### src/rtl/lcs_pkg.sv
package lcs_pkg;
  typedef enum logic [3:0] {
    S_IDLE      = 4'd0,
    S_WAIT_ACK  = 4'd1,
    S_SW_SET    = 4'd2,
    S_SW_SETTLE = 4'd3,
    S_SW_END    = 4'd4,
    S_CTR_SET   = 4'd5,
    S_SL_SETTLE = 4'd6,
    S_DONE      = 4'd7,
    S_ERR       = 4'd8
  } cal_state_e;
endpackage

### src/rtl/lcs_launch_filter.sv
module lcs_launch_filter #(
  parameter int LAUNCH_MIN = 2,
  parameter int LAUNCH_MAX = 16
) (
  input  logic clk,
  input  logic rst_n,
  input  logic launch,
  output logic launch_ok
);
  localparam int CNT_W = $clog2(LAUNCH_MAX + 2);
  localparam logic [CNT_W-1:0] CNT_SAT = CNT_W'(LAUNCH_MAX + 1);

  logic             prev_q;
  logic [CNT_W-1:0] cnt_q;

  // Pulse width is judged in the first low cycle after the pulse.
  assign launch_ok = prev_q && !launch &&
                     (cnt_q >= CNT_W'(LAUNCH_MIN)) && (cnt_q <= CNT_W'(LAUNCH_MAX));

  always_ff @(posedge clk or negedge rst_n) begin
    if (!rst_n) begin
      prev_q <= 1'b0;
      cnt_q  <= '0;
    end else begin
      prev_q <= launch;
      if (launch) begin
        if (cnt_q != CNT_SAT) cnt_q <= cnt_q + 1'b1;
      end else begin
        cnt_q <= '0;
      end
    end
  end
endmodule

### src/rtl/lcs_window_track.sv
module lcs_window_track #(
  parameter int TAP_W = 4,
  parameter int LEN_W = 5
) (
  input  logic             clk,
  input  logic             rst_n,
  input  logic             clr,
  input  logic             smp,
  input  logic             hit,
  input  logic [TAP_W-1:0] tap,
  output logic [TAP_W-1:0] best_start,
  output logic [LEN_W-1:0] best_len
);
  logic [TAP_W-1:0] run_start;
  logic [LEN_W-1:0] run_len;
  logic [LEN_W-1:0] run_next;
  logic [TAP_W-1:0] start_next;

  assign run_next   = run_len + 1'b1;
  assign start_next = (run_len == '0) ? tap : run_start;

  always_ff @(posedge clk or negedge rst_n) begin
    if (!rst_n) begin
      run_start  <= '0;
      run_len    <= '0;
      best_start <= '0;
      best_len   <= '0;
    end else if (clr) begin
      run_start  <= '0;
      run_len    <= '0;
      best_start <= '0;
      best_len   <= '0;
    end else if (smp) begin
      if (hit) begin
        run_len   <= run_next;
        run_start <= start_next;
        // Strictly longer only: the earliest run keeps a tie.
        if (run_next > best_len) begin
          best_len   <= run_next;
          best_start <= start_next;
        end
      end else begin
        run_len <= '0;
      end
    end
  end
endmodule

### src/rtl/lcs_lane_bank.sv
module lcs_lane_bank #(
  parameter int LANES   = 2,
  parameter int TAP_W   = 4,
  parameter int SLIP_W  = 3,
  parameter int DEF_TAP = 8
) (
  input  logic                      clk,
  input  logic                      rst_n,
  input  logic [((LANES>1)?$clog2(LANES):1)-1:0] wr_lane,
  input  logic                      tap_we,
  input  logic [TAP_W-1:0]          tap_val,
  input  logic                      slip_we,
  input  logic [SLIP_W-1:0]         slip_val,
  output logic [LANES*TAP_W-1:0]    tap_o,
  output logic [LANES*SLIP_W-1:0]   slip_o
);
  localparam int LANE_W = (LANES > 1) ? $clog2(LANES) : 1;

  for (genvar g = 0; g < LANES; g++) begin : g_lane
    logic [TAP_W-1:0]  tap_r;
    logic [SLIP_W-1:0] slip_r;
    logic              sel;
    assign sel = (wr_lane == LANE_W'(g));

    always_ff @(posedge clk or negedge rst_n) begin
      if (!rst_n) begin
        tap_r  <= TAP_W'(DEF_TAP);
        slip_r <= '0;
      end else begin
        if (tap_we && sel)  tap_r  <= tap_val;
        if (slip_we && sel) slip_r <= slip_val;
      end
    end

    assign tap_o[g*TAP_W +: TAP_W]    = tap_r;
    assign slip_o[g*SLIP_W +: SLIP_W] = slip_r;
  end
endmodule

### src/rtl/lane_cal_seq.sv
module lane_cal_seq
  import lcs_pkg::*;
#(
  parameter int                LANES      = 2,
  parameter int                WORD_W     = 8,
  parameter int                TAPS       = 16,
  parameter int                DEF_TAP    = 8,
  parameter logic [WORD_W-1:0] TRAIN_WORD = 8'hA5,
  parameter int                MIN_WIN    = 3,
  parameter int                SETTLE     = 3,
  parameter int                LAUNCH_MIN = 2,
  parameter int                LAUNCH_MAX = 16
) (
  input  logic                                clk,
  input  logic                                rst_n,
  input  logic                                pll_locked,
  input  logic                                launch,
  input  logic                                train_ack,
  input  logic [LANES*WORD_W-1:0]             lane_word,
  output logic                                rst_out,
  output logic                                train_req,
  output logic                                dly_tick,
  output logic [LANES*$clog2(TAPS)-1:0]       lane_tap,
  output logic [LANES*((WORD_W>1)?$clog2(WORD_W):1)-1:0] lane_slip,
  output logic                                cal_done,
  output logic                                cal_error
);
  localparam int TAP_W  = $clog2(TAPS);
  localparam int SLIP_W = (WORD_W > 1) ? $clog2(WORD_W) : 1;
  localparam int LANE_W = (LANES > 1) ? $clog2(LANES) : 1;
  localparam int LEN_W  = $clog2(TAPS + 1);
  localparam int SET_W  = $clog2(SETTLE + 1);

  // ---- arithmetic helpers ----
  function automatic logic [WORD_W-1:0] rotl(input logic [WORD_W-1:0] v, input int r);
    logic [2*WORD_W-1:0] dbl;
    dbl = {v, v} << r;
    return dbl[2*WORD_W-1:WORD_W];
  endfunction

  function automatic logic is_rotation(input logic [WORD_W-1:0] w);
    logic found;
    found = 1'b0;
    for (int r = 0; r < WORD_W; r++) begin
      if (rotl(TRAIN_WORD, r) == w) found = 1'b1;
    end
    return found;
  endfunction

  function automatic logic [TAP_W-1:0] centre_of(input logic [TAP_W-1:0] start,
                                                 input logic [LEN_W-1:0] len);
    logic [LEN_W-1:0] half;
    half = (len - 1'b1) >> 1;
    return start + TAP_W'(half);
  endfunction

  // ---- state ----
  cal_state_e        st, st_n;
  logic [LANE_W-1:0] lane_q;
  logic [TAP_W-1:0]  tap_q;
  logic [SLIP_W-1:0] slip_q;
  logic [SET_W-1:0]  set_q;
  logic [1:0]        div_q;
  logic              rst_out_q;

  // ---- named internal events ----
  logic              tick;
  logic              launch_ok;
  logic              settle_end;
  logic              last_tap, last_slip, last_lane;
  logic [WORD_W-1:0] cur_word;
  logic              word_hit, word_match;
  logic [TAP_W-1:0]  best_start, centre_tap;
  logic [LEN_W-1:0]  best_len;
  logic              win_ok;
  logic              busy_align, wait_ack;
  logic              tap_we, slip_we, win_clr, win_smp, lane_adv;
  logic [TAP_W-1:0]  wr_tap;
  logic [SLIP_W-1:0] wr_slip;

  assign tick       = (div_q == 2'd3);
  assign settle_end = (set_q == SET_W'(SETTLE - 1));
  assign last_tap   = (tap_q == TAP_W'(TAPS - 1));
  assign last_slip  = (slip_q == SLIP_W'(WORD_W - 1));
  assign last_lane  = (lane_q == LANE_W'(LANES - 1));
  assign cur_word   = lane_word[lane_q*WORD_W +: WORD_W];
  assign word_hit   = is_rotation(cur_word);
  assign word_match = (cur_word == TRAIN_WORD);
  assign centre_tap = centre_of(best_start, best_len);
  assign win_ok     = (best_len >= LEN_W'(MIN_WIN));
  assign wait_ack   = (st == S_WAIT_ACK);
  assign busy_align = (st == S_SW_SET) || (st == S_SW_SETTLE) || (st == S_SW_END) ||
                      (st == S_CTR_SET) || (st == S_SL_SETTLE);

  assign rst_out   = rst_out_q;
  assign train_req = wait_ack || busy_align;
  assign dly_tick  = tick;
  assign cal_done  = (st == S_DONE);
  assign cal_error = (st == S_ERR);

  lcs_launch_filter #(.LAUNCH_MIN(LAUNCH_MIN), .LAUNCH_MAX(LAUNCH_MAX)) u_launch (
    .clk(clk), .rst_n(rst_n), .launch(launch), .launch_ok(launch_ok)
  );

  lcs_window_track #(.TAP_W(TAP_W), .LEN_W(LEN_W)) u_win (
    .clk(clk), .rst_n(rst_n), .clr(win_clr), .smp(win_smp), .hit(word_hit),
    .tap(tap_q), .best_start(best_start), .best_len(best_len)
  );

  lcs_lane_bank #(.LANES(LANES), .TAP_W(TAP_W), .SLIP_W(SLIP_W), .DEF_TAP(DEF_TAP)) u_bank (
    .clk(clk), .rst_n(rst_n), .wr_lane(lane_q),
    .tap_we(tap_we), .tap_val(wr_tap), .slip_we(slip_we), .slip_val(wr_slip),
    .tap_o(lane_tap), .slip_o(lane_slip)
  );

  // ---- sequencing ----
  always_comb begin
    st_n     = st;
    tap_we   = 1'b0;
    slip_we  = 1'b0;
    wr_tap   = tap_q;
    wr_slip  = slip_q;
    win_clr  = 1'b0;
    win_smp  = 1'b0;
    lane_adv = 1'b0;
    if (!pll_locked) begin
      st_n = S_IDLE;
    end else begin
      case (st)
        S_IDLE, S_DONE, S_ERR: begin
          if (launch_ok && !rst_out_q) st_n = S_WAIT_ACK;
        end
        S_WAIT_ACK: begin
          if (train_ack) begin
            st_n    = S_SW_SET;
            win_clr = 1'b1;
          end
        end
        default: begin
          if (!train_ack) begin
            st_n = S_IDLE;
          end else begin
            case (st)
              S_SW_SET: begin
                if (tick) begin
                  tap_we = 1'b1;
                  st_n   = S_SW_SETTLE;
                end
              end
              S_SW_SETTLE: begin
                if (settle_end) begin
                  win_smp = 1'b1;
                  st_n    = last_tap ? S_SW_END : S_SW_SET;
                end
              end
              S_SW_END: st_n = win_ok ? S_CTR_SET : S_ERR;
              S_CTR_SET: begin
                if (tick) begin
                  tap_we  = 1'b1;
                  wr_tap  = centre_tap;
                  slip_we = 1'b1;
                  wr_slip = '0;
                  st_n    = S_SL_SETTLE;
                end
              end
              S_SL_SETTLE: begin
                if (settle_end) begin
                  if (word_match) begin
                    if (last_lane) begin
                      st_n = S_DONE;
                    end else begin
                      lane_adv = 1'b1;
                      win_clr  = 1'b1;
                      st_n     = S_SW_SET;
                    end
                  end else if (last_slip) begin
                    st_n = S_ERR;
                  end else begin
                    slip_we = 1'b1;
                    wr_slip = slip_q + 1'b1;
                  end
                end
              end
              default: st_n = S_IDLE;
            endcase
          end
        end
      endcase
    end
  end

  always_ff @(posedge clk or negedge rst_n) begin
    if (!rst_n) begin
      st        <= S_IDLE;
      lane_q    <= '0;
      tap_q     <= '0;
      slip_q    <= '0;
      set_q     <= '0;
      div_q     <= '0;
      rst_out_q <= 1'b1;
    end else begin
      st        <= st_n;
      div_q     <= div_q + 1'b1;
      rst_out_q <= !pll_locked;

      if (st_n == S_WAIT_ACK)   lane_q <= '0;
      else if (lane_adv)        lane_q <= lane_q + 1'b1;

      if (win_clr)                       tap_q <= '0;
      else if (win_smp && !last_tap)     tap_q <= tap_q + 1'b1;

      if (slip_we) slip_q <= wr_slip;

      if (tap_we || slip_we)
        set_q <= '0;
      else if ((st == S_SW_SETTLE || st == S_SL_SETTLE) && !settle_end)
        set_q <= set_q + 1'b1;
    end
  end
endmodule

### config.mk
export PLATFORM = sky130hd
export DESIGN_NAME = lane_cal_seq
export DESIGN_NICKNAME = d
export VERILOG_FILES = /design/src/rtl/lcs_pkg.sv /design/src/rtl/lcs_launch_filter.sv /design/src/rtl/lcs_window_track.sv /design/src/rtl/lcs_lane_bank.sv /design/src/rtl/lane_cal_seq.sv
export SDC_FILE = /design/constraint.sdc
export NUM_CORES = 1
export LEC_CHECK = 0
export ABC_AREA = 0
export BUFFER_PORTS_ARGS = -buffer_cell sky130_fd_sc_hd__buf_2
export CORE_ASPECT_RATIO = 0.7
export CORE_MARGIN = 2
export CORE_UTILIZATION = 50
export DETAILED_ROUTE_END_ITERATION = 8
export GPL_TIMING_DRIVEN = 0
export PLACE_DENSITY = 0.7
export SLEW_MARGIN = 0
export SYNTH_ARGS = -nofsm -noshare
export SYNTH_HDL_FRONTEND = slang
export SYNTH_SLANG_ARGS = --single-unit
### constraint.sdc
create_clock -name clk -period 3.1 [get_ports clk]
set_input_delay 0.31 -clock clk [delete_from_list [all_inputs] [get_ports clk]]
set_output_delay 0.31 -clock clk [all_outputs]
set_load 0.03 [all_outputs]
### Word level (Yosys, flattened, before mapping)

Index checks and enable logic that the tools add are counted.

| operators by class | value |
|---|---|
| add/sub/neg operators | 9 |
| $lt $le $gt $ge | 4 |
| eq/ne operators | 24 |
| shifts and indexed selects | 1 |
| muxes and demuxes | 86 |
| bitwise operators | 1 |
| reduce and logical (&&, ||, !) cells | 35 |

Operator list:

| kind | number |
|---|---|
| two-way mux 4 bit | 26 |
| two-way mux 5 bit | 9 |
| two-way mux 1 bit | 35 |
| equality test 8 bit (first input constant) | 4 |
| two-way mux 3 bit | 9 |
| equality test 7 x 8 -> 1 bit (first input constant) | 3 |
| one-hot mux 4 bit (5 select lines) | 1 |
| equality test 4 x 3 -> 1 bit (second input constant) | 4 |
| indexed part select 16 x 5 -> 8 bit | 1 |
| nonzero test 2 bit | 6 |
| adder 5 x 1 -> 5 bit (second input constant) | 2 |
| greater-or-equal comparator 5 x 2 -> 1 bit (second input constant) | 2 |
| logical AND 1 bit | 10 |
| equality test 4 x 1 -> 1 bit (second input constant) | 2 |
| equality test 4 x 2 -> 1 bit (second input constant) | 2 |
| equality test 4 bit (second input constant) | 2 |
| equality test 6 x 8 -> 1 bit (first input constant) | 1 |
| equality test 8 bit (second input constant) | 1 |
| one-hot mux 4 bit (2 select lines) | 1 |
| logical OR 1 bit | 7 |
| one-hot mux 3 bit (2 select lines) | 1 |
| > comparator 5 bit | 1 |
| less-or-equal comparator 5 bit (second input constant) | 1 |
| logical NOT 1 bit | 5 |
| 20 further kinds | 24 |

| storage, ports and cells | value |
|---|---|
| register bits after elaboration | 55 |
| input bits | 21 |
| output and inout bits | 19 |
| word-level logic and storage cells | 177 |

### Logic depth before layout (Yosys ltp)

Gate-level depths: netlist of the first run.

| logic depth | value |
|---|---|
| depth in word-level cells | 13 |
| mapped depth | 11 |
| gate-level depth less buffers | 10 |

### By module

From an unflattened synthesis of the first run, not the netlist that was laid out.

| unflattened totals | value |
|---|---|
| cells, all modules | 385 |
| area total of the unflattened synthesis | 3726.1 um^2 |

By module, submodules not included:

| module | instances | cells an instance | area each (um^2) | seq. area each (um^2) |
|---|---|---|---|---|
| lane_cal_seq | 1 | 214 | 1786.7 | 426.7 |
| lcs_window_track | 1 | 104 | 1043.5 | 450.4 |
| lcs_lane_bank | 1 | 32 | 540.5 | 352.8 |
| lcs_launch_filter | 1 | 35 | 355.3 | 150.1 |

### Worst setup path before layout of the first run

Ideal clock, no wire load.

| path | value |
|---|---|
| path kind | register to register |
| start point | register u_win.run_len[0] |
| end point | register u_win.best_start[0] |
| library setup time | 0.095 ns |
| data arrival time | 2.377 ns |
| required time | 3.005 ns |
| slack | 0.627 ns |
| stages on the path, launching flop included | 12 |
| path buffers | 1 |
| period minus slack after synthesis | 2.473 ns |
| cells stage by stage | dfrtp_1 -> ha_1 -> nand3_1 -> xor2_1 -> inv_1 -> ha_1 -> nand2_1 -> o22ai_1 -> a211o_1 -> or3_1 -> buf_2 -> o31ai_1 |

| between the ends | value |
|---|---|
| word-level cells in the longest chain between the ends | 6 |
| elaborated cells on any way between the ends | 10 |
| those cells by class | add/sub (1); order compare (1); mux (5); reduce/logical (3) |

Ends and longest elaborated chain:

| item | RTL line | text |
|---|---|---|
| start: declaration | lcs_window_track.sv:15 | `logic [LEN_W-1:0] run_len;` |
| start signal: assignment | lcs_window_track.sv:35 | `run_len <= run_next;` |
| parallel branches: the longest is 6 deep, another holds adder 5 x 1 -> 5 bit | n/a |  |
| end signal: assignment | lcs_window_track.sv:40 | `best_start <= start_next;` |
| end: declaration | lcs_window_track.sv:11 | `output logic [TAP_W-1:0] best_start,` |

Parallel ways; which one is timed is not known. The select of a mux whose other input is x is not followed.
A chain may end at the register's enable or synchronous reset.

### Worst setup path in the final report of the first run

Ends and elaborated chain as after synthesis.

==> results.md, run 1 <==
- Drt drc: 0
- Largest net degree at the start of global routing: 56
- Placer Congestion: 0.9639
- Worst-path cell chain: ha_1, nand3_1, xor2_1, inv_1, ha_1, nand2_1, o22ai_1, a211o_1, or3_1, buf_2, o31ai_1
- Diodes inserted: 0
- Fin crit share: 0.9175
- Clk_skew: roughly 0.017 ns
- DR iter-0 viols: approximately 300
- Seq cells post-synth: 55
- Die width: between 100 and 150 um
- Root Driver: clkbuf_8
- Max cap viols: 0
- # Post-CTS Setup Buffers: 0
- Worst-case reg-to-reg path depth: 11
- Logic pwr share: 0.089
- Power, Total: between 1 and 1.5 mW
- Worst Hold Class: in -> async
- Crit end category: flip-flop
- Syn_nets: between 400 and 500
- Highest ir drop seen on vdd: 0.1884 mV
- Cell Area, Placed: 0.003968 mm2
- Sw Share: 0.2477
- Std-Cell Rows: 26
- Clock power frac: 0.342
- Ys Warns: 0
- CTS hold repair buffers: 0
- WL per Instance: about 16 um
- First-pass GRT wire length: ~15000 um
- TritonCTS Buffers: 5
- Ys async rst share: 1.000
- Status: finished clean
- PwrDens: roughly 320 mW/mm2
- CP Max Fanout: 9
- Ports: 40
- Mean post-synth cell area: approximately 9.1 um2
- Crit Path Category: reg -> reg
- Hold Slack: roughly 0.056 ns
- Dpl ws: about 0.28 ns
- Leakage power: roughly 1.8 nW
- Post-layout util: 0.5668
- Total GRT Usage: 0.2290
- Via Count: approximately 3200
- PortBufs: 39
- Setup-failing EPs final: 0
- Full die area: 0.008010 mm2
- Synthesized cell area: approximately 0.0036 mm2
- Number of flops mapped to enable cells by yosys: 0
- Latest clock arrival within the worst-skew pair: about 0.31 ns
- Sw power: ~0.32 mW
- Fin crit period: approximately 2.8 ns
- Initial antenna violation count: 0
- Sequential share of the synthesized area: 0.3781
- Antenna Nets Post-Route: 0
- PostCTS Resize Cnt: 0
- Main flop type after synthesis: dfrtp_1
- RR Startpoint: u_win.run_len[0]$_DFFE_PN0P_
- CP required: 3.31 ns
- PnR worst setup slack: 0.2558 ns
- Die height: about 75 um
- RSZ-0062 raised after global routing: false
- Clk slew on worst S/H paths: 0.11 ns
- Placed Cells: between 500 and 600
- Core Area: 0.007189 mm2
- Most used cell, CP: ha_1
- Hold Violations, Final: 0
- Reg-to-reg slack, setup: around 0.26 ns
- Setup crit end: u_win.best_start[0]$_DFFE_PN0P_
- Post-route insts no fill: ~550
- Number of global-route vias before repair: 2964
- CTS tree: done
- FMAX: 0.3516 GHz
- Reg power frac: 0.569
- Synth unique cells: between 60 and 70
- Nets: 489
- Reg2Reg Capture Point: u_win.best_start[0]$_DFFE_PN0P_
- FILL cells: 656
- Max-slew headroom: 0.3788
- Share of cells above drive strength 1: 0.1537
- Synth-to-Final Area Change: 11.66%
- Worst slew pin tran: slightly above 0.9 ns
- Mapped Cells: approximately 400
- Clock Sinks: 55
- Slowest cell on the critical path: dfrtp_2
- H-tree depth: 2
- Setup TNS Final: 0 ns
- CP peak stage delay: 0.47 ns
- Arrival @ worst endpoint: between 3 and 4 ns
- DRT Pass-1 Iters: 4
- Max Transition Viols Final: 0
- GRT Residual Overflow: 0
- Post-DP HPWL: roughly 6600 um
- Cell-internal power: between 0.9 and 1 mW
- Final Cell Area: 0.004075 mm2
- CTS Buffer Depth: 2
- Initial core utilization: 0.5077
- Vias/cell: ~5.9
- Final WL: slightly below 9000 um
- Worst Setup SP: u_win.run_len[0]$_DFFE_PN0P_
- Critical Path Start Type: flip-flop
critical path: cells and delay by family (launching register included):
kind	cells	cell delay [ns]
adder cells (fa/ha/maj)	2	0.58
flip-flops	1	0.47
AO/OA/AOI/OAI	3	0.68
buffers and inverters	2	0.28
AND/OR/NAND/NOR	3	0.52
XOR/XNOR	1	0.22
synthesized netlist by cell type, types with 10 or more instances:
master | n | share of area
o21ai_0 | 21 | 0.029
nand2_1 | 35 | 0.036
ha_1 | 19 | 0.065
clkbuf_1 | 18 | 0.019
inv_1 | 22 | 0.023
mux2i_1 | 11 | 0.030
nor3_1 | 10 | 0.014
nand3_1 | 19 | 0.026
xnor2_1 | 11 | 0.026
nor2_1 | 23 | 0.024
dfrtp_1 | 52 | 0.36
a21oi_1 | 18 | 0.025
registers in the layout, indices dropped and copies added, names as in the netlist:
name and flops:
slip_q 3, set_q 2, rst_out 1, u_win.best_len 5, u_bank.g_lane.tap_r 8, u_bank.g_lane.slip_r 6, u_win.best_start 4, u_launch.cnt_q 5
u_launch.prev_q 1, div_q 2, u_win.run_len 5, lane_q 1, tap_q 4, st 4, u_win.run_start 4
power groups by stage:
stage	sequential, mW	combinational, mW	clock [mW]
after global routing	0.737	0.130	0.474
after global placement	0.749	0.113	0
final	0.736	0.115	0.441
after floorplan	0.753	0.0557	0
after CTS	0.736	0.115	0.451
after detailed placement	0.749	0.115	0
layout by cell type (no fill, tap or decap), drive strengths merged, types with 3 or more instances in the layout:
master,count
nor4b,4
mux2i,11
nand4b,3
nand2b,8
and2,7
xor2,7
nor4,3
clkbuf,25
nor3,10
or4,5
xnor2,11
ha,19
a21oi,18
and3,4
nor2,23
buf,41
a211oi,4
dfrtp,52
nand3,19
nand4,5
dfstp,3
nor3b,7
or2,3
nand2,35
nor2b,5
o21ai,21
o41ai,5
or3,3
a22oi,3
o31ai,9
inv,22
mux2,4
o311ai,7
per-layer routing:
layer	vias up	global-route usage	wire length (um)
met1	1553	0.3453	4459
li1	1565	-	-
met2	113	0.3519	3705
met4	0	0.04094	40
met5	-	0	0
met3	2	0.03935	587
worst min-delay path by stage:
stage	start	to	slack (ns)	cells past startpoint
after floorplan	rst_n	div_q[0]$_DFF_PN0_	0.01	0
after global placement	div_q[0]$_DFF_PN0_	div_q[0]$_DFF_PN0_	0.41	1
after detailed placement	div_q[0]$_DFF_PN0_	div_q[0]$_DFF_PN0_	0.42	1
after CTS	pll_locked	rst_out$_DFF_PN1_	0.18	2
after global routing	rst_n	set_q[0]$_DFFE_PN0P_	0.11	1
final	rst_n	u_bank.g_lane[0].slip_r[0]$_DFFE_PN0P_	0.06	1
layout make-up:
class / count / area, um2 / share of cell area
Clock buffer: 7 / 96.34 / 0.02364
Buffer: 20 / 77.57 / 0.01904
Multi-Input combinational cell: 305 / 2110 / 0.5177
Timing Repair Buffer: 39 / 197.7 / 0.04851
Clock inverter: 1 / 7.507 / 0.001842
Inverter: 22 / 82.58 / 0.02026
Tap cell: 98 / 122.6 / 0.03009
Sequential cell: 55 / 1381 / 0.3390
cells by family after synthesis:
kind of cell | Yosys count | synth area share
simple gates | 155 | 0.2359
mux | 15 | 0.04251
compound gates | 97 | 0.1858
flops | 55 | 0.3781
xor+xnor | 18 | 0.04319
fa+ha+maj | 20 | 0.07062
buf+inv | 42 | 0.04388
Note: power is estimated with default switching activity, not from simulation.
==> inputs of run 2 (changes only) <==
--- a/config.mk
+++ b/config.mk
@@ -7,7 +7,7 @@
 export LEC_CHECK = 0
 export ABC_AREA = 0
 export BUFFER_PORTS_ARGS = -buffer_cell sky130_fd_sc_hd__buf_2
-export CORE_ASPECT_RATIO = 0.7
+export CORE_ASPECT_RATIO = 1.2
 export CORE_MARGIN = 2
 export CORE_UTILIZATION = 50
 export DETAILED_ROUTE_END_ITERATION = 8
==> run 2 against run 1 <==
Wire length fell by 0.60%. Non-clock buffer count did not move. Count of clock-buffer cells in the layout fell by 1. Via count rose by 1.2%. Sequential power barely moved. Cell count fell by 1.5%. Clock power fell by 11%. Cell area fell by 0.74%. Core utilization fell by 0.083 points. Highest routed layer unchanged. Register-to-register slack improved by 0.10 ns.
==> results.md, run 2 (same netlist as run 1, synthesis figures left out) <==
- Status: finished clean
- Diodes inserted: 0
- Post-DP HPWL: 6644 um
- CP required: approximately 3.3 ns
- Sw power: ~0.32 mW
- # Post-CTS Setup Buffers: 0
- CP peak stage delay: between 0.4 and 0.5 ns
- CTS hold repair buffers: 0
- Die height: 97.59 um
- Max cap viols: 0
- Setup-failing EPs final: 0
- Clock Sinks: 55
- Total GRT Usage: 0.2306
- Most common cell after layout, fill and taps aside: dfrtp_1
- Sw Share: 0.2545
- Latest clock arrival within the worst-skew pair: roughly 0.32 ns
- Hold Violations, Final: 0
- H-tree depth: 2
- Cell-internal power: between 0.9 and 1 mW
- Highest ir drop seen on vdd: between 0.15 and 0.2 mV
- RSZ-0062 raised after global routing: false
- Share of cells above drive strength 1: 0.1492
- Leakage power: around 1.8 nW
- Logic pwr share: 0.093
- CP Max Fanout: 9
- FILL cells: approximately 640
- Reg-to-reg slack, setup: approximately 0.36 ns
- Clock power frac: 0.316
- Clk_skew: 0.01088 ns
- RR Startpoint: u_win.run_len[0]$_DFFE_PN0P_
- Clk slew on worst S/H paths: around 0.10 ns
- Vias/cell: between 6 and 7
- Max-slew headroom: 0.3384
- Worst-case reg-to-reg path depth: 11
- Reg2Reg Capture Point: u_win.best_len[0]$_DFFE_PN0P_
- Crit end category: flip-flop
- FMAX: approximately 0.36 GHz
- Largest regs: u_bank.g_lane.tap_r: 8 flops, u_bank.g_lane.slip_r: 6 flops
- Setup TNS Final: 0 ns
- Arrival @ worst endpoint: about 3.0 ns
- Worst-path cell chain: ha_1, nand3_1, xor2_1, inv_1, ha_1, nand2_1, o22ai_1, a211o_1, or3_1, buf_2, o31ai_1
- Slowest cell on the critical path: dfrtp_1
- DR iter-0 viols: between 200 and 250
- Placer Congestion: about 0.9
- Drt drc: 0
- Std-Cell Rows: 34
- Initial antenna violation count: 0
- CTS tree: done
- PortBufs: 39
- First-pass GRT wire length: 14460 um
- Critical Path Start Type: flip-flop
- Nets: 489
- Most frequent cells in the layout: 52 x dfrtp_1, 40 x buf_2, 35 x nand2_1, 23 x nor2_1, 22 x inv_1
- Full die area: 0.008002 mm2
- Most used cell, CP: ha_1
- Antenna Nets Post-Route: 0
- Max reg flops: 8
- PostCTS Resize Cnt: 0
- Synth-to-Final Area Change: 10.83%
- Core Area: 0.007147 mm2
- Die width: between 80 and 90 um
- Max Transition Viols Final: 0
- Reg with most FFs: u_bank.g_lane.tap_r
- Final WL: 8739 um
- Multi-input logic area: 0.002110 mm2
- Reg power frac: 0.591
- Largest net degree at the start of global routing: between 50 and 60
- Number of global-route vias before repair: around 3200
- Crit Path Category: reg -> reg
- WL per Instance: between 15 and 20 um
- Fin crit period: between 2 and 3 ns
- Worst slew pin tran: 0.9842 ns
- DRT Pass-1 Iters: 5
- CTS Buffer Depth: 2
- Fin crit share: 0.8847
- PwrDens: 307.3 mW/mm2
- TritonCTS Buffers: 5
- Ports: 40
- Worst Hold Class: in -> async
- Initial core utilization: 0.5107
- GRT Residual Overflow: 0
- Power, Total: ~1.2 mW
- Root Driver: clkbuf_8
- Via Count: ~3300
- Seq. cell area: 0.001380 mm2
==> run 2: worst max-delay path: cells and delay by family, from the launching register on <==
family                   cells  cell delay, ns
AND/OR/NAND/NOR              3            0.49
flip-flops                   1            0.45
AO/OA/AOI/OAI                3            0.67
XOR/XNOR                     1            0.20
buffers and inverters        2            0.26
adder cells (fa/ha/maj)      2            0.58
==> run 2: layer usage <==
layer | vias to the layer above | wire [um] | global-route usage | part of all wire
li1 | 1573 | - | - | -
met1 | 1569 | 3631 | 0.2757 | 0.42
met2 | 100 | 4411 | 0.3959 | 0.50
met3 | 29 | 393 | 0.03996 | 0.045
met4 | 0 | 301 | 0.1000 | 0.034
met5 | - | 0 | 0 | 0
==> run 2: power groups by stage <==
stage | combinational, mW | clock (mW) | sequential (mW)
global route | 0.130 | 0.446 | 0.737
detailed placement | 0.115 | 0 | 0.749
global placement | 0.112 | 0 | 0.749
CTS | 0.115 | 0.405 | 0.735
floorplan | 0.0557 | 0 | 0.753
finish | 0.115 | 0.393 | 0.735
==> run 2: per-stage QoR <==
step	area, um2	utilization	setup WS, ns	hold WS, ns	instances
2_1_floorplan	3650	-	0.6274	0.01441	402
3_3_place_gp	3958	0.5537	0.3703	0.4110	531
3_5_place_dp	3958	0.5537	0.3372	0.4160	531
4_1_cts	4043	0.5657	0.3172	0.1807	539
5_1_grt	4045	0.5660	0.1523	0.07332	539
6_report	4045	0.5660	0.3575	0.01926	539
==> run 2: final cells by class <==
cell class,count,area share
Multi-Input combinational cell,305,0.5215
Inverter,22,0.02041
Buffer,20,0.01918
Sequential cell,55,0.3412
Tap cell,90,0.02784
Timing Repair Buffer,39,0.04887
Clock buffer,6,0.01794
Clock inverter,2,0.003093
==> run 2: worst max-delay path by stage <==
stage	start	end	slack, ns	depth (start not counted)
finish	u_win.run_len[0]$_DFFE_PN0P_	u_win.best_len[0]$_DFFE_PN0P_	0.36	11
detailed placement	u_win.run_len[0]$_DFFE_PN0P_	u_win.best_len[0]$_DFFE_PN0P_	0.34	11
CTS	u_win.run_len[0]$_DFFE_PN0P_	u_win.best_len[0]$_DFFE_PN0P_	0.32	11
global route	u_win.run_len[0]$_DFFE_PN0P_	u_win.best_len[0]$_DFFE_PN0P_	0.15	10
floorplan	u_win.run_len[0]$_DFFE_PN0P_	u_win.best_start[0]$_DFFE_PN0P_	0.63	11
global placement	u_win.run_len[0]$_DFFE_PN0P_	u_win.best_len[0]$_DFFE_PN0P_	0.37	11
==> inputs of run 3 (changes only) <==
--- a/config.mk
+++ b/config.mk
@@ -7,7 +7,7 @@
 export LEC_CHECK = 0
 export ABC_AREA = 0
 export BUFFER_PORTS_ARGS = -buffer_cell sky130_fd_sc_hd__buf_2
-export CORE_ASPECT_RATIO = 1.2
+export CORE_ASPECT_RATIO = 2
 export CORE_MARGIN = 2
 export CORE_UTILIZATION = 50
 export DETAILED_ROUTE_END_ITERATION = 8
==> constraint.sdc (replaced) <==
create_clock -name clk -period 3.1 [get_ports clk]
set_input_delay 0.465 -clock clk [delete_from_list [all_inputs] [get_ports clk]]
set_output_delay 0.465 -clock clk [all_outputs]
set_load 0.03 [all_outputs]
==> run 3 against run 2 <==
Maximum frequency fell by 1.1%. Sequential power barely moved. Clock power rose by 64%. Highest routed layer unchanged. First-iteration DRC count fell by 6.7%. Core utilization rose by 1.2 points. Die area rose by 0.48%. Cell area rose by 2.2%. Critical path depth did not move. Worst setup slack got worse by 0.031 ns. Clock skew barely moved.
==> results.md, run 3 (same netlist as run 1, synthesis figures left out) <==
- Max Transition Viols Final: 0
- DR iter-0 viols: 210
- Full die area: just over 0.008 mm2
- Max reg flops: 8
- Post-layout util: 0.5776
- CP required: approximately 3.3 ns
- PortBufs: 39
- Most frequent cells in the layout: 52 x dfrtp_1, 40 x buf_2, 35 x nand2_1, 23 x nor2_1, 22 x inv_1
- Via Count: roughly 3200
- Critical Path Start Type: flip-flop
- CP peak stage delay: 0.45 ns
- DRT Pass-1 Iters: 5
- Hold Violations, Final: 0
- CP Max Fanout: 9
- Clk slew on worst S/H paths: 0.07 ns
- Antenna Nets Post-Route: 0
- Total GRT Usage: 0.2284
- Crit Path Category: reg -> reg
- Slowest cell on the critical path: dfrtp_1
- Post-DP HPWL: 6320 um
- Crit end category: flip-flop
- Cell-internal power: 1.152 mW
- Root Driver: clkbuf_16
- Leakage power: between 1.5 and 2 nW
- Power, Total: approximately 1.5 mW
- Drt drc: 0
- Highest ir drop seen on vdd: roughly 0.32 mV
- PnR worst setup slack: around 0.33 ns
- Synth-to-Final Area Change: 13.27%
- FMAX: ~0.36 GHz
- CTS Buffer Depth: 2
- Fin crit share: 0.8948
- Worst slew pin tran: between 0.9 and 1 ns
- Worst Hold Class: in -> async
- Final WL: about 8400 um
- Initial antenna violation count: 0
- Sw Share: 0.2285
- Latest clock arrival within the worst-skew pair: around 0.30 ns
- PostCTS Resize Cnt: 0
- TritonCTS Buffers: 5
- Status: finished clean
- Largest net degree at the start of global routing: 56
- Core Area: a little over 0.007 mm2
- FILL cells: 680
- CTS tree: done
- Most common cell after layout, fill and taps aside: dfrtp_1
- First-pass GRT wire length: around 15000 um
- Fin crit period: ~2.8 ns
- RSZ-0062 raised after global routing: false
- Clk_skew: 0.01110 ns
- Std-Cell Rows: between 40 and 50
- Worst-path cell chain: ha_1, nand3_1, xor2_1, inv_1, ha_1, nand2_1, o22ai_1, a211o_1, or3_1, buf_2, o31ai_1
- PwrDens: 361.3 mW/mm2
- Setup TNS Final: 0 ns
- Clock power frac: 0.432
- Diodes inserted: 0
- Ports: 40
- Hold Slack: approximately 0.21 ns
- Initial core utilization: 0.5100
- Die height: ~120 um
- Nets: 489
- Setup-failing EPs final: 0
- Share of cells above drive strength 1: 0.1514
- H-tree depth: 2
- Reg with most FFs: u_bank.g_lane.tap_r
- Dpl ws: between 0.3 and 0.4 ns
- Vias/cell: 5.882
- Sw power: 0.3412 mW
- Most used cell, CP: ha_1
- Largest regs: u_bank.g_lane.tap_r: 8 flops, u_bank.g_lane.slip_r: 6 flops
- # Post-CTS Setup Buffers: 0
- Clock Sinks: 55
- GRT Residual Overflow: 0
- CTS hold repair buffers: 0
- Placer Congestion: 0.8723
- Die width: around 64 um
- Reg power frac: 0.492
- Max-slew headroom: 0.3317
- Max cap viols: 0
- Number of global-route vias before repair: 3116
- Arrival @ worst endpoint: 2.97 ns
- Logic pwr share: 0.076
- WL per Instance: approximately 16 um
## run 3: final timing paths
path / depth (start not counted) / slack [ns] / endpoint / startpoint
min in group clk: 1 / 0.35 / u_launch.prev_q$_DFF_PN0_ / launch
max reg2reg: 11 / 0.33 / u_win.best_len[0]$_DFFE_PN0P_ / u_win.run_len[0]$_DFFE_PN0P_
min reg2reg: 1 / 0.43 / div_q[0]$_DFF_PN0_ / div_q[0]$_DFF_PN0_
min: 1 / 0.21 / u_bank.g_lane[1].slip_r[1]$_DFFE_PN0P_ / rst_n
max: 11 / 0.33 / u_win.best_len[0]$_DFFE_PN0P_ / u_win.run_len[0]$_DFFE_PN0P_
max in group asynchronous: 1 / 2.44 / u_win.run_len[0]$_DFFE_PN0P_ / rst_n
## run 3: per-stage QoR
stage          cell area (um2)  std cells
6_report                  4134        541
5_1_grt                   4134        541
4_1_cts                   4131        541
3_5_place_dp              3960        533
3_3_place_gp              3960        533
2_1_floorplan             3650        402
## run 3: power groups by stage
stage	Combinational [mW]	Sequential, mW	Clock, mW
3_5_place_dp	0.114	0.749	0
3_3_place_gp	0.113	0.749	0
6_report	0.114	0.735	0.645
4_1_cts	0.115	0.735	0.668
5_1_grt	0.130	0.737	0.685
2_1_floorplan	0.0557	0.753	0
## run 3: layout make-up
| class | count | area, um2 | share of cell area |
|---|---|---|---|
| clock buffers | 5 | 125.1 | 0.03027 |
| plain buffers | 20 | 77.57 | 0.01877 |
| inverters | 22 | 82.58 | 0.01998 |
| repair buffers | 39 | 197.7 | 0.04782 |
| well taps | 92 | 115.1 | 0.02784 |
| clock inverters | 3 | 46.29 | 0.01120 |
| flip-flops and latches | 55 | 1380 | 0.3338 |
| multi-input cells | 305 | 2110 | 0.5103 |
## run 3: metal layers
| metal | wire [um] | share of wire | global-route usage |
|---|---|---|---|
| met5 | 0 | 0 | 0 |
| met4 | 235 | 0.028 | 0.09512 |
| met3 | 356 | 0.042 | 0.03884 |
| met2 | 4139 | 0.49 | 0.3732 |
| met1 | 3680 | 0.44 | 0.2947 |
## run 3: critical path, delay by kind of cell, from the launching register on
kind / cells / cell delay (ns)
buffers and inverters: 2 / 0.26
xor gates and xnor gates: 1 / 0.18
DFF: 1 / 0.45
and+or+nand+nor: 3 / 0.52
adders and majority gates: 2 / 0.58
AOI/OAI and AO/OA: 3 / 0.67
